--- src/rtl/owm_pkg.sv ---
package owm_pkg;

  localparam int CNT_W   = 10;
  localparam int ID_BITS = 64;
  localparam logic [7:0] READ_ROM_CMD = 8'h33;

  typedef enum logic [1:0] {OP_RESET, OP_WRITE, OP_READ} op_e;

  // durations in ticks, counted from the start of the slot
  typedef struct packed {
    logic [CNT_W-1:0] low;   // tick count at which the line is released
    logic [CNT_W-1:0] samp;  // tick count at which the line is sampled
    logic [CNT_W-1:0] fin;   // tick count at which the slot ends
  } slot_t;

  function automatic slot_t slot_plan(op_e op, logic wbit, logic od);
    slot_t p;
    p = '0;
    case (op)
      OP_RESET: begin
        p.low  = od ? CNT_W'(48) : CNT_W'(480);
        p.samp = od ? CNT_W'(55) : CNT_W'(550);
        p.fin  = od ? CNT_W'(96) : CNT_W'(960);
      end
      OP_WRITE: begin
        if (wbit) p.low = od ? CNT_W'(1) : CNT_W'(6);
        else      p.low = od ? CNT_W'(6) : CNT_W'(60);
        p.samp = '0;
        p.fin  = od ? CNT_W'(7) : CNT_W'(70);
      end
      default: begin
        p.low  = od ? CNT_W'(1) : CNT_W'(6);
        p.samp = od ? CNT_W'(2) : CNT_W'(15);
        p.fin  = od ? CNT_W'(7) : CNT_W'(70);
      end
    endcase
    return p;
  endfunction

  // one step of the bit-reflected CRC-8, x^8 + x^5 + x^4 + 1
  function automatic logic [7:0] crc8_next(logic [7:0] c, logic b);
    logic       fb;
    logic [7:0] n;
    fb = c[0] ^ b;
    n  = c >> 1;
    if (fb) n = n ^ 8'h8C;
    return n;
  endfunction

endpackage

--- src/rtl/owm_tick_gen.sv ---
module owm_tick_gen #(
  parameter int DIV = 250
) (
  input  logic clk,
  input  logic rst_n,
  input  logic clear,
  output logic tick
);
  localparam int W = (DIV > 1) ? $clog2(DIV) : 1;

  logic [W-1:0] cnt;

  assign tick = (cnt == W'(DIV - 1));

  always_ff @(posedge clk or negedge rst_n) begin
    if (!rst_n)             cnt <= '0;
    else if (clear || tick) cnt <= '0;
    else                    cnt <= cnt + 1'b1;
  end

  generate
    if (DIV > 1) begin : g_spacing
      p_tick_spacing_r2: assert property (@(posedge clk) disable iff (!rst_n)
        tick |=> !tick);
    end
  endgenerate

endmodule

--- src/rtl/owm_slot_engine.sv ---
module owm_slot_engine
  import owm_pkg::*;
(
  input  logic clk,
  input  logic rst_n,
  input  logic go,
  input  op_e  op,
  input  logic wbit,
  input  logic od,
  input  logic tick,
  input  logic bus_in,
  output logic pull,
  output logic fin,
  output logic rbit
);
  logic             sync1, line;
  logic             active;
  logic [CNT_W-1:0] cnt;
  logic [CNT_W-1:0] cnt_n;
  slot_t            plan_q;
  op_e              op_q;

  // named slot events, used by the logic and by the checks
  logic ev_release, ev_sample, ev_end;

  assign cnt_n      = cnt + 1'b1;
  assign ev_release = active && tick && (cnt_n == plan_q.low);
  assign ev_sample  = active && tick && (op_q != OP_WRITE) && (cnt_n == plan_q.samp);
  assign ev_end     = active && tick && (cnt_n == plan_q.fin);

  always_ff @(posedge clk or negedge rst_n) begin
    if (!rst_n) begin
      sync1 <= 1'b1;
      line  <= 1'b1;
    end else begin
      sync1 <= bus_in;
      line  <= sync1;
    end
  end

  always_ff @(posedge clk or negedge rst_n) begin
    if (!rst_n) begin
      active <= 1'b0;
      cnt    <= '0;
      pull   <= 1'b0;
      fin    <= 1'b0;
      rbit   <= 1'b0;
      plan_q <= '0;
      op_q   <= OP_RESET;
    end else begin
      fin <= 1'b0;
      if (go) begin
        active <= 1'b1;
        cnt    <= '0;
        pull   <= 1'b1;
        plan_q <= slot_plan(op, wbit, od);
        op_q   <= op;
      end else if (active && tick) begin
        cnt <= cnt_n;
        if (ev_release) pull <= 1'b0;
        if (ev_sample)  rbit <= (op_q == OP_RESET) ? !line : line;
        if (ev_end) begin
          active <= 1'b0;
          fin    <= 1'b1;
        end
      end
    end
  end

  p_slot_opens_low_r4: assert property (@(posedge clk) disable iff (!rst_n)
    go |=> pull);
  p_released_at_end_r4: assert property (@(posedge clk) disable iff (!rst_n)
    fin |-> !pull);
  p_idle_no_pull_r1: assert property (@(posedge clk) disable iff (!rst_n)
    (!active && !go) |=> !pull);
  p_sample_before_end_r5: assert property (@(posedge clk) disable iff (!rst_n)
    ev_end |-> !ev_sample);

endmodule

--- src/rtl/owire_rom_reader.sv ---
module owire_rom_reader
  import owm_pkg::*;
#(
  parameter int TICK_DIV = 250
) (
  input  logic        clk,
  input  logic        rst_n,
  input  logic        start,
  input  logic        overdrive,
  input  logic        bus_in,
  output logic        bus_pull,
  output logic        busy,
  output logic        done,
  output logic        presence_err,
  output logic        crc_err,
  output logic        id_valid,
  output logic [7:0]  family,
  output logic [47:0] serial
);
  localparam int IDX_W = $clog2(ID_BITS);

  typedef enum logic [1:0] {S_IDLE, S_RST, S_CMD, S_ROM} seq_e;

  seq_e               state;
  logic               od_q;
  logic [IDX_W-1:0]   idx;
  logic [ID_BITS-1:0] id_sr, id_n;
  logic [7:0]         crc, crc_n;
  logic               go, wbit;
  op_e                op;
  logic               tick, fin, rbit;

  owm_tick_gen #(.DIV(TICK_DIV)) u_tick (
    .clk(clk), .rst_n(rst_n), .clear(go), .tick(tick)
  );

  owm_slot_engine u_slot (
    .clk(clk), .rst_n(rst_n), .go(go), .op(op), .wbit(wbit), .od(od_q),
    .tick(tick), .bus_in(bus_in), .pull(bus_pull), .fin(fin), .rbit(rbit)
  );

  assign id_n  = {rbit, id_sr[ID_BITS-1:1]};
  assign crc_n = crc8_next(crc, rbit);
  assign busy  = (state != S_IDLE);

  always_ff @(posedge clk or negedge rst_n) begin
    if (!rst_n) begin
      state        <= S_IDLE;
      od_q         <= 1'b0;
      idx          <= '0;
      id_sr        <= '0;
      crc          <= '0;
      go           <= 1'b0;
      wbit         <= 1'b0;
      op           <= OP_RESET;
      done         <= 1'b0;
      presence_err <= 1'b0;
      crc_err      <= 1'b0;
      id_valid     <= 1'b0;
      family       <= '0;
      serial       <= '0;
    end else begin
      done <= 1'b0;
      go   <= 1'b0;
      case (state)
        S_IDLE: if (start) begin
          state        <= S_RST;
          od_q         <= overdrive;
          op           <= OP_RESET;
          go           <= 1'b1;
          idx          <= '0;
          crc          <= '0;
          presence_err <= 1'b0;
          crc_err      <= 1'b0;
          id_valid     <= 1'b0;
        end
        S_RST: if (fin) begin
          if (rbit) begin
            state <= S_CMD;
            op    <= OP_WRITE;
            wbit  <= READ_ROM_CMD[0];
            go    <= 1'b1;
          end else begin
            presence_err <= 1'b1;
            done         <= 1'b1;
            state        <= S_IDLE;
          end
        end
        S_CMD: if (fin) begin
          go <= 1'b1;
          if (idx[2:0] == 3'd7) begin
            state <= S_ROM;
            op    <= OP_READ;
            idx   <= '0;
          end else begin
            idx  <= idx + 1'b1;
            wbit <= READ_ROM_CMD[idx[2:0] + 3'd1];
          end
        end
        S_ROM: if (fin) begin
          id_sr <= id_n;
          crc   <= crc_n;
          if (idx == IDX_W'(ID_BITS - 1)) begin
            family   <= id_n[7:0];
            serial   <= id_n[55:8];
            crc_err  <= (crc_n != 8'h00);
            id_valid <= (crc_n == 8'h00);
            done     <= 1'b1;
            state    <= S_IDLE;
          end else begin
            idx <= idx + 1'b1;
            go  <= 1'b1;
          end
        end
        default: state <= S_IDLE;
      endcase
    end
  end

  p_done_pulse_r8: assert property (@(posedge clk) disable iff (!rst_n)
    done |=> !done);
  p_idle_after_done_r8: assert property (@(posedge clk) disable iff (!rst_n)
    done |-> !busy);
  p_fail_no_id_r3: assert property (@(posedge clk) disable iff (!rst_n)
    (done && presence_err) |-> (!id_valid && !crc_err));
  p_crc_verdict_r7: assert property (@(posedge clk) disable iff (!rst_n)
    (done && !presence_err) |-> (crc_err != id_valid));
  p_mode_held_r10: assert property (@(posedge clk) disable iff (!rst_n)
    (busy && $past(busy)) |-> $stable(od_q));
  p_restart_ignored_r9: assert property (@(posedge clk) disable iff (!rst_n)
    (busy && start && !done) |=> (busy || done));

endmodule

--- config.mk ---
export PLATFORM = sky130hd
export DESIGN_NAME = owire_rom_reader
export DESIGN_NICKNAME = d
export VERILOG_FILES = /design/src/rtl/owm_pkg.sv /design/src/rtl/owm_tick_gen.sv /design/src/rtl/owm_slot_engine.sv /design/src/rtl/owire_rom_reader.sv
export SDC_FILE = /design/constraint.sdc
export NUM_CORES = 1
export LEC_CHECK = 0
export BUFFER_PORTS_ARGS = -buffer_cell sky130_fd_sc_hd__buf_4
export CAP_MARGIN = 0
export CORE_MARGIN = 1.5
export CORE_UTILIZATION = 40
export DETAILED_ROUTE_END_ITERATION = 10
export MAX_ROUTING_LAYER = met4
export SETUP_SLACK_MARGIN = 0.05
export SYNTH_ARGS = -nofsm -noshare
export SYNTH_HDL_FRONTEND = slang
export SYNTH_SLANG_ARGS = --single-unit
--- constraint.sdc ---
create_clock -name clk -period 3.75 [get_ports clk]
set_clock_uncertainty 0.2 [all_clocks]
set_input_delay 0.5625 -clock clk [delete_from_list [all_inputs] [get_ports clk]]
set_output_delay 0.5625 -clock clk [all_outputs]
set_load 0.02 [all_outputs]
# Word-level counts from Yosys, hierarchy flattened
# Memories as Yosys holds them, arrays and structs flattened.
# Cells that the tools add are included.
[classes]
n_reduce_logical = 34
addsub = 4
eq_ne = 21
n_mux = 74
n_lt_le_gt_ge = 1
bitwise_logic = 3
[ops]
columns = ["cell", "n"]
rows = [
  ["$pmux W30 S2", 1],
  ["$mux W10", 5],
  ["$mux W6", 6],
  ["$mux W1", 32],
  ["$mux W8", 4],
  ["$eq A10 B10 Y1", 3],
  ["$mux W2", 12],
  ["$pmux W6 S3", 1],
  ["$pmux W8 S2", 1],
  ["$reduce_bool A2 Y1", 7],
  ["$ne A2 B2 Y1 const B", 6],
  ["$reduce_and A6 Y1", 2],
  ["$add A10 B1 Y10 const B", 1],
  ["$ne A2 B1 Y1 const B", 5],
  ["$pmux W1 S2", 5],
  ["$reduce_and A5 Y1", 2],
  ["$mux W9", 1],
  ["$reduce_and A3 Y1", 3],
  ["$add A8 B1 Y8 const B", 1],
  ["$eq A8 B8 Y1 const B", 1],
  ["$logic_not A8 Y1", 1],
  ["$pmux W2 S4", 1],
  ["$reduce_and A2 Y1", 4],
  ["$reduce_and A4 Y1", 2],
  ["21 further kinds", 30],
]
[word_totals]
word_cells = 164
input_bits = 5
romBits = 8
reg_bits = 201
n_memories = 1
[memory_table]
columns = ["name", "depth", "width", "read_ports", "rd_clocked_by_memory_dff", "write_ports", "line_no", "rtl"]
rows = [
  ["(name not given)", 8, 1, 1, 0, 0, "owire_rom_reader.sv:97", "wbit <= READ_ROM_CMD[idx[2:0] + 3'd1];"],
]

# Depth between registers and ports, before layout
# Gate-level depths: netlist of the first run.
[logic_depth]
word_depth = 6
depth_mapped = 8
depth_no_buf = 8

# Cells and area by module
# Synthesis of the first run repeated with hierarchy kept, for this count alone.
[hier_totals]
cells_unflattened = 757
area_unflattened_um2 = 8071.5
[modules_own_cells]
columns = ["module", "cells_per_inst", "area_per_inst_um2", "n_inst"]
rows = [
  ["owire_rom_reader", 510, 5646.7, 1],
  ["owm_slot_engine", 206, 2001.9, 1],
  ["owm_tick_gen", 41, 422.9, 1],
]

# Worst setup path after synthesis of the first run
# Ideal clock, no wire load.
[synth_timing]
path_kind = "flip-flop to flip-flop"
startpoint = "register u_slot.cnt[1]"
endpoint = "register u_slot.rbit"
t_required_ns = 3.425
setup_ns = 0.125
synth_period_minus_slack_ns = 2.422
path_slack_ns = 1.328
path_buffers = 1
stages_incl_launch_ff = 9
t_arrival_ns = 2.097
path_cell_list = "dfrtp_1 -> ha_1 -> buf_2 -> xor2_1 -> xor2_1 -> a2111oi_0 -> nand4bb_1 -> nor4_1 -> mux2_2"
[synth_between]
elab_chain_len = 4
[synth_lines]
columns = ["item", "line_no", "rtl"]
rows = [
  ["from (decl)", "owm_slot_engine.sv:18", "logic [CNT_W-1:0] cnt;"],
  ["from (signal assigned)", "owm_slot_engine.sv:59", "cnt <= cnt_n;"],
  ["$add A10 B1 Y10", "owm_slot_engine.sv:26", "assign cnt_n = cnt + 1'b1;"],
  ["$eq A10 B10 Y1", "owm_slot_engine.sv:28", "assign ev_sample = active && tick && (op_q != OP_WRITE) && (cnt_n == plan_q.samp);"],
  ["$logic_and A1 B1 Y1", "owm_slot_engine.sv:28", ""],
  ["$reduce_and A3 Y1 (no source line)", "-", ""],
  ["to (signal assigned)", "owm_slot_engine.sv:61", "if (ev_sample) rbit <= (op_q == OP_RESET) ? !line : line;"],
  ["to (decl)", "owm_slot_engine.sv:14", "output logic rbit"],
]
# Every way passes these cells.
# A chain may end at the register's enable or synchronous reset.

# Worst setup path after layout of the first run
[layout_timing]
startpoint = "register u_slot.cnt[0]"
endpoint = "register u_slot.rbit"
# The elaborated chain is that of the path after synthesis.

==> key figures, run 1 <==
Worst setup path
  – Worst path bufs/invs: 0
  – CP most frequent cell: xor2_1
  – Worst path slowest cell: dfrtp_1
  – Crit path largest cell delay: 0.52 ns
  – WS Path Type: reg -> reg
  – Setup crit start kind: flop
  – Crit Path Max Fanout: 8
  – CP endpoint kind: flop
  – CP required: 3.87 ns
  – Delay-heaviest family, CP: flip-flops
  – Crit path arrival time: 2.98 ns
  – CP cell instances: ha_1, xor2_1, xor2_1, a2111oi_0, nand4bb_1, nor4_1, mux2_2

Run status
  – Failing checks: hold timing
  – Status: finished with violations

Timing
  – Clock period minus worst slack: 2.86 ns
  – Max Freq: 349 MHz
  – Endpoints failing setup: 0
  – Final Hold Fails: 4
  – Worst slew pin tran: 0.922 ns
  – RSZ-0062 raised after global routing: false
  – Fin. max-slew vios: 0
  – Setup TNS: 0 ns
  – Hold_ws: -0.00326 ns
  – Tcrit/Tclk final: 76.3%
  – Worst rel slew slack: 38.0%
  – Setup ws final: 0.887 ns

Clock tree
  – CTS Buf Count: 17
  – Clock Path Buffers: 2
  – Root buffer cell: clkbuf_16
  – H-tree Lvls: 4
  – Worst-Skew Late Latency: 0.43 ns
  – Clk slew on worst S/H paths: 0.07 ns
  – Resize count post-CTS: 0
  – CTS tree: done
  – CTS Hold Bufs: 0
  – # Post-CTS Setup Buffers: 0
  – Clock sinks: 186

Synth
  – Synth warn: 0
  – Post-Syn Area per Cell: 10.3 sq um
  – Synthesized Nets: 787
  – Post-Syn Area: 8000 sq um
  – Yosys reg bits: 186
  – Synth cell types: 50
  – Register area share after synthesis: 58.2%
  – Post-synth ARST share: 100%
  – Main flop type after synthesis: dfrtp_1
  – EDFF count, synth: 0
  – Instance count of the mapped netlist: 774

Placed design
  – Placed cells: 1072
  – Port bufs: 66
  – HPWL after detailed placement: 9900 um
  – Pre-CTS WS: 0.920 ns
  – GPL Wtd Cong: 0.819

Die
  – Chip width: 144 um
  – Core area: 19500 sq um
  – FP Rows: 51
  – Chip height: 144 um
  – Die area: 20800 sq um
  – Initial Util: 41.0%
  – Ports: 67

Layout
  – Post-route non-filler standard cell count: 1104
  – Register area: 4660 sq um
  – Area occupied by multi-input gates: 3120 sq um
  – Layout cells sized above 1: 21.6%
  – Area delta synth->final: 17.3%
  – Fillers: 1854
  – Diode count: 0
  – Nets: 839

Global routing
  – Largest net degree at the start of global routing: 94
  – Global-route wire length before repair: 26500 um
  – Number of global-route vias before repair: 5362
  – Total GRT Usage: 16.5%
  – Gr ovfl total: 0
  – Initial antenna violation count: 0

Power
  – Max VDD drop: 0.317 mV
  – Total power: 3.97 mW
  – Pwr dens: 424 nW/um^2
  – Leakage: 4.70 nW

Detailed routing
  – Residual DRC: 0
  – Antenna Nets Post-Route: 0
  – Routed wire length: 15400 um
  – First-pass detailed-route iteration total: 4
  – Via count: 5397
  – Drt initial violations: 314
  – Vias/cell: 4.89
  – Routed wire per std cell: 13.9 um

Worst hold path
  – Min-Delay Path Class: in -> async

Flow run
  – Max-cap viol count: 0
## power by group
part	leakage [nW]	total [mW]	internal [mW]	switching, mW
clock	0.309	1.89	0.984	0.906
combinational	1.91	0.0666	0.0168	0.0498
sequential	2.49	2.02	2.01	0.00725
## cell usage after synthesis, types with 3 or more instances
master / instances / area (sq um)
nand2_1: 223 / 837
dfrtp_1: 184 / 4600
mux2_2: 62 / 698
nor2_1: 46 / 173
clkbuf_1: 34 / 128
a21oi_1: 31 / 155
o21ai_0: 24 / 120
nand3_1: 22 / 110
xor2_1: 20 / 175
xnor2_1: 17 / 149
inv_1: 15 / 56.3
nor3_1: 12 / 60.1
ha_1: 8 / 100
and3_1: 7 / 43.8
nor2b_1: 5 / 31.3
a22o_1: 4 / 35.0
buf_2: 4 / 20.0
nand2b_1: 4 / 25.0
nor4_1: 4 / 25.0
or3_1: 4 / 25.0
buf_6: 3 / 33.8
mux2i_1: 3 / 30.0
o31ai_1: 3 / 22.5
## cell type report
type                    instances  share of cell area (%)
flip-flops and latches        186                    49.6
multi-input cells             531                    33.2
repair buffers                 75                    6.20
clock buffers                  17                    4.53
well taps                     265                    3.53
clock inverters                15                    2.27
inverters                      15                   0.600
## cell usage in the layout, fill, tap and decap left out, types with 3 or more instances in the layout
cell,instances
o21ai_0,24
nor3_1,12
inv_1,15
inv_6,4
ha_1,8
and3_1,7
nor2b_1,5
buf_4,73
xor2_1,20
clkbuf_16,17
clkinv_8,5
or3_1,4
nand2_1,223
xnor2_1,17
nand3_1,21
a22o_1,4
mux2_2,62
inv_8,3
nand2b_1,4
dfrtp_1,184
mux2i_1,3
o31ai_1,3
a21oi_1,31
nor2_1,44
nor4_1,4
## final timing paths
| path | startpoint | end | slack, ns | cells past startpoint |
|---|---|---|---|---|
| hold / removal | rst_n | idx[0] | -0.003 | 1 |
| min in group clk | bus_in | u_slot.sync1 | 0.04 | 1 |
| setup reg to reg | u_slot.cnt[0] | u_slot.rbit | 0.89 | 7 |
| max in group asynchronous | rst_n | id_sr[40] | 2.53 | 2 |
| hold reg to reg | u_slot.sync1 | u_slot.line | 0.16 | 0 |
| setup / recovery | u_slot.cnt[0] | u_slot.rbit | 0.89 | 7 |
## flip-flops by register name (all words and copies together) (netlist names), 2 cells and up, named ones only
name / count
u_tick.cnt: 8
idx: 6
serial: 48
u_slot.cnt: 10
family: 8
u_slot.plan_q: 16
op: 2
u_slot.op_q: 2
id_sr: 63
crc: 8
## per-stage QoR
step | util (%) | area, sq um
global placement | 44.8 | 8740
finish | 48.1 | 9380
global route | 48.1 | 9380
CTS | 48.1 | 9380
floorplan | - | 8000
detailed placement | 44.8 | 8740
## worst register-to-register path, cell delays in order (launching register included)
cell	delay (ns)
dfrtp_1	0.52
ha_1	0.38
xor2_1	0.37
xor2_1	0.10
a2111oi_0	0.42
nand4bb_1	0.15
nor4_1	0.24
mux2_2	0.37
## routing by layer
| layer | routed length (um) | global-route usage (%) |
|---|---|---|
| met1 | 7600 | 22.5 |
| met2 | 6950 | 24.4 |
| met3 | 696 | 4.44 |
| met4 | 140 | 4.63 |
| met5 | 0 | - |
## cells by family after synthesis
family	after synthesis	share of synthesized area [%]
compound gates	80	5.96
xor+xnor	38	4.40
mux	65	9.11
flops	186	58.2
buf+inv	57	3.02
simple gates	340	18.0
fa+ha+maj	8	1.25
(Power assumes the default switching activity.)
==> inputs of run 2 (changes only) <==
Clock period 3.75 ns to 3 ns, I/O delays scaled along.
==> run 2 against run 1 <==
Largest power group unchanged. Count of clock-buffer cells in the layout grew 1. Power grew 21%. Non-clock buffer count grew 7. Critical path type unchanged. Wire length grew 1.3%. Sequential power grew 25%. First-iteration DRC count shrank 6.7%. Combinational power grew 32%. Highest routed layer unchanged. Largest cell class unchanged. Worst setup slack lost 0.51 ns. Critical path depth is the same. The run now ends clean. Final cell count grew 0.63%. Die area is the same. Clock power grew 16%.
==> key figures, run 2 (synthesis results as in run 1) <==
Run status
  – Status: finished clean

Die
  – Chip height: 144 um
  – Chip width: 144 um
  – FP Rows: 51
  – Core area: 19500 sq um
  – Die area: 20800 sq um
  – Ports: 67
  – Initial Util: 41.0%

Layout
  – Post-route non-filler standard cell count: 1111
  – Register area: 4660 sq um
  – Max FFs per register: 63
  – Diode count: 0
  – Nets: 846
  – Most common cell after layout, fill and taps aside: nand2_1
  – Commonest non-fill, non-tap cells in the layout: nand2_1 (223), dfrtp_1 (184), buf_4 (77)
  – Area delta synth->final: 17.5%
  – Largest regs: id_sr (63), serial (48), u_slot.plan_q (16)
  – Layout cells sized above 1: 21.9%
  – Area occupied by multi-input gates: 3120 sq um
  – Most flop-heavy register: id_sr
  – Fin area: 9390 sq um
  – Fin util: 48.1%
  – Fillers: 1843

Timing
  – Max Freq: 381 MHz
  – RSZ-0062 raised after global routing: false
  – Hold_ws: 0.0402 ns
  – Final Hold Fails: 0
  – Setup ws final: 0.377 ns
  – Clock period minus worst slack: 2.62 ns
  – Fin. max-slew vios: 0
  – Tcrit/Tclk final: 87.4%
  – Worst slew pin tran: 0.973 ns
  – Setup TNS: 0 ns
  – Endpoints failing setup: 0
  – Worst rel slew slack: 34.6%

Worst setup path
  – Crit path largest cell delay: 0.40 ns
  – Crit path arrival time: 2.73 ns
  – Crit. Startpoint: u_slot.cnt[1]
  – Reg2reg end: u_slot.rbit
  – CP most frequent cell: xor2_1
  – Worst path slowest cell: a2111oi_0
  – WS Path Type: reg -> reg
  – CP endpoint kind: flop
  – R2r worst-path depth: 7
  – Crit Path Max Fanout: 8
  – R2r setup slk: 0.38 ns
  – CP cell instances: ha_1, xor2_1, xor2_1, a2111oi_0, nand4bb_1, nor4_1, mux2_2
  – Launching point of the worst reg2reg path: u_slot.cnt[1]
  – Setup crit start kind: flop
  – CP endpoint: u_slot.rbit
  – CP required: 3.11 ns

Power
  – Share of power burned in registers: 52.6%
  – Clock Power Share: 45.6%
  – Total net switching power: 1.14 mW
  – Pwr dens: 511 nW/um^2
  – P_int: 3.65 mW
  – Max VDD drop: 0.391 mV
  – Switching part of the total: 23.9%
  – Comb power frac: 1.8%
  – Leakage: 4.71 nW
  – Total power: 4.80 mW

Detailed routing
  – Routed wire per std cell: 14.0 um
  – Routed wire length: 15600 um
  – Vias/cell: 4.86
  – Drt initial violations: 293
  – First-pass detailed-route iteration total: 4
  – Antenna Nets Post-Route: 0
  – Residual DRC: 0
  – Via count: 5400

Placed design
  – Port bufs: 66
  – Area of placed instances: 8790 sq um
  – Placed cells: 1077
  – GPL Wtd Cong: 0.796
  – HPWL after detailed placement: 10100 um
  – Pre-CTS WS: 0.356 ns

Clock tree
  – H-tree Lvls: 4
  – Clock sinks: 186
  – Resize count post-CTS: 0
  – CTS tree: done
  – Worst-Skew Late Latency: 0.42 ns
  – Root buffer cell: clkbuf_16
  – Clock Path Buffers: 2
  – CTS Buf Count: 17
  – Clk slew on worst S/H paths: 0.07 ns

Global routing
  – Total GRT Usage: 16.9%
  – Gr ovfl total: 0
  – Largest net degree at the start of global routing: 69
  – Number of global-route vias before repair: 5342
  – Initial antenna violation count: 0
  – Global-route wire length before repair: 27000 um

Worst hold path
  – Min-Delay Path Class: in -> reg

Flow run
  – Max-cap viol count: 0
## run 2: changes by cell type in the layout (fill, tap and decap cells not counted)
| cell | change |
|---|---|
| dlygate4sd3_1 | +2 |
| buf_12 | +1 |
| clkinv_4 | +2 |
| clkinvlp_4 | +1 |
| buf_4 | +4 |
| clkinv_8 | -2 |
| inv_8 | +1 |
| inv_6 | -1 |
| bufinv_16 | -1 |
| clkinv_2 | +1 |
| clkbuf_1 | +1 |
| inv_12 | -2 |
## run 2: repair_timing
| item | CTS | global route |
|---|---|---|
| buffers inserted | 0 | 0 |
| hold buffers | 2 | 0 |
| endpoints found under the hold margin | 52 | 0 |
## run 2: critical path: cells and delay by family, from the launching register on
kind                     cells  cell delay (ns)
AO/OA/AOI/OAI                1             0.40
flip-flops                   1             0.39
XOR/XNOR                     2             0.50
AND/OR/NAND/NOR              2             0.35
adder cells (fa/ha/maj)      1             0.32
multiplexers                 1             0.36
## run 2: layer usage
metal / track usage [%] / wire (um) / vias up
met1: 23.3 / 7570 / 2638
met2: 24.9 / 7200 / 64
li1: - / - / 2687
met3: 3.94 / 661 / 11
met5: - / 0 / -
met4: 5.21 / 157 / 0
## run 2: area by class of cell
type	instances	area share (%)
clock buffers	18	4.57
inverters	15	0.599
flip-flops and latches	186	49.6
clock inverters	14	1.60
multi-input cells	531	33.2
repair buffers	82	6.94
well taps	265	3.53
## run 2: power by group through the flow
stage                     Combinational (mW)  Clock, mW  Sequential [mW]
after floorplan                       0.0243          0             2.57
after global placement                0.0906          0             2.57
after detailed placement              0.0903          0             2.57
after CTS                             0.0925       2.25             2.52
after global routing                   0.104       2.35             2.52
final                                 0.0876       2.19             2.52
## run 2: worst min-delay path by stage
| stage | from | endpoint | cells after the start |
|---|---|---|---|
| after detailed placement | u_slot.sync1 | u_slot.line | 0 |
| final | overdrive | od_q | 3 |
| after global placement | u_slot.sync1 | u_slot.line | 0 |
| after floorplan | rst_n | async pin | 0 |
| after global routing | overdrive | od_q | 3 |
| after CTS | overdrive | od_q | 3 |
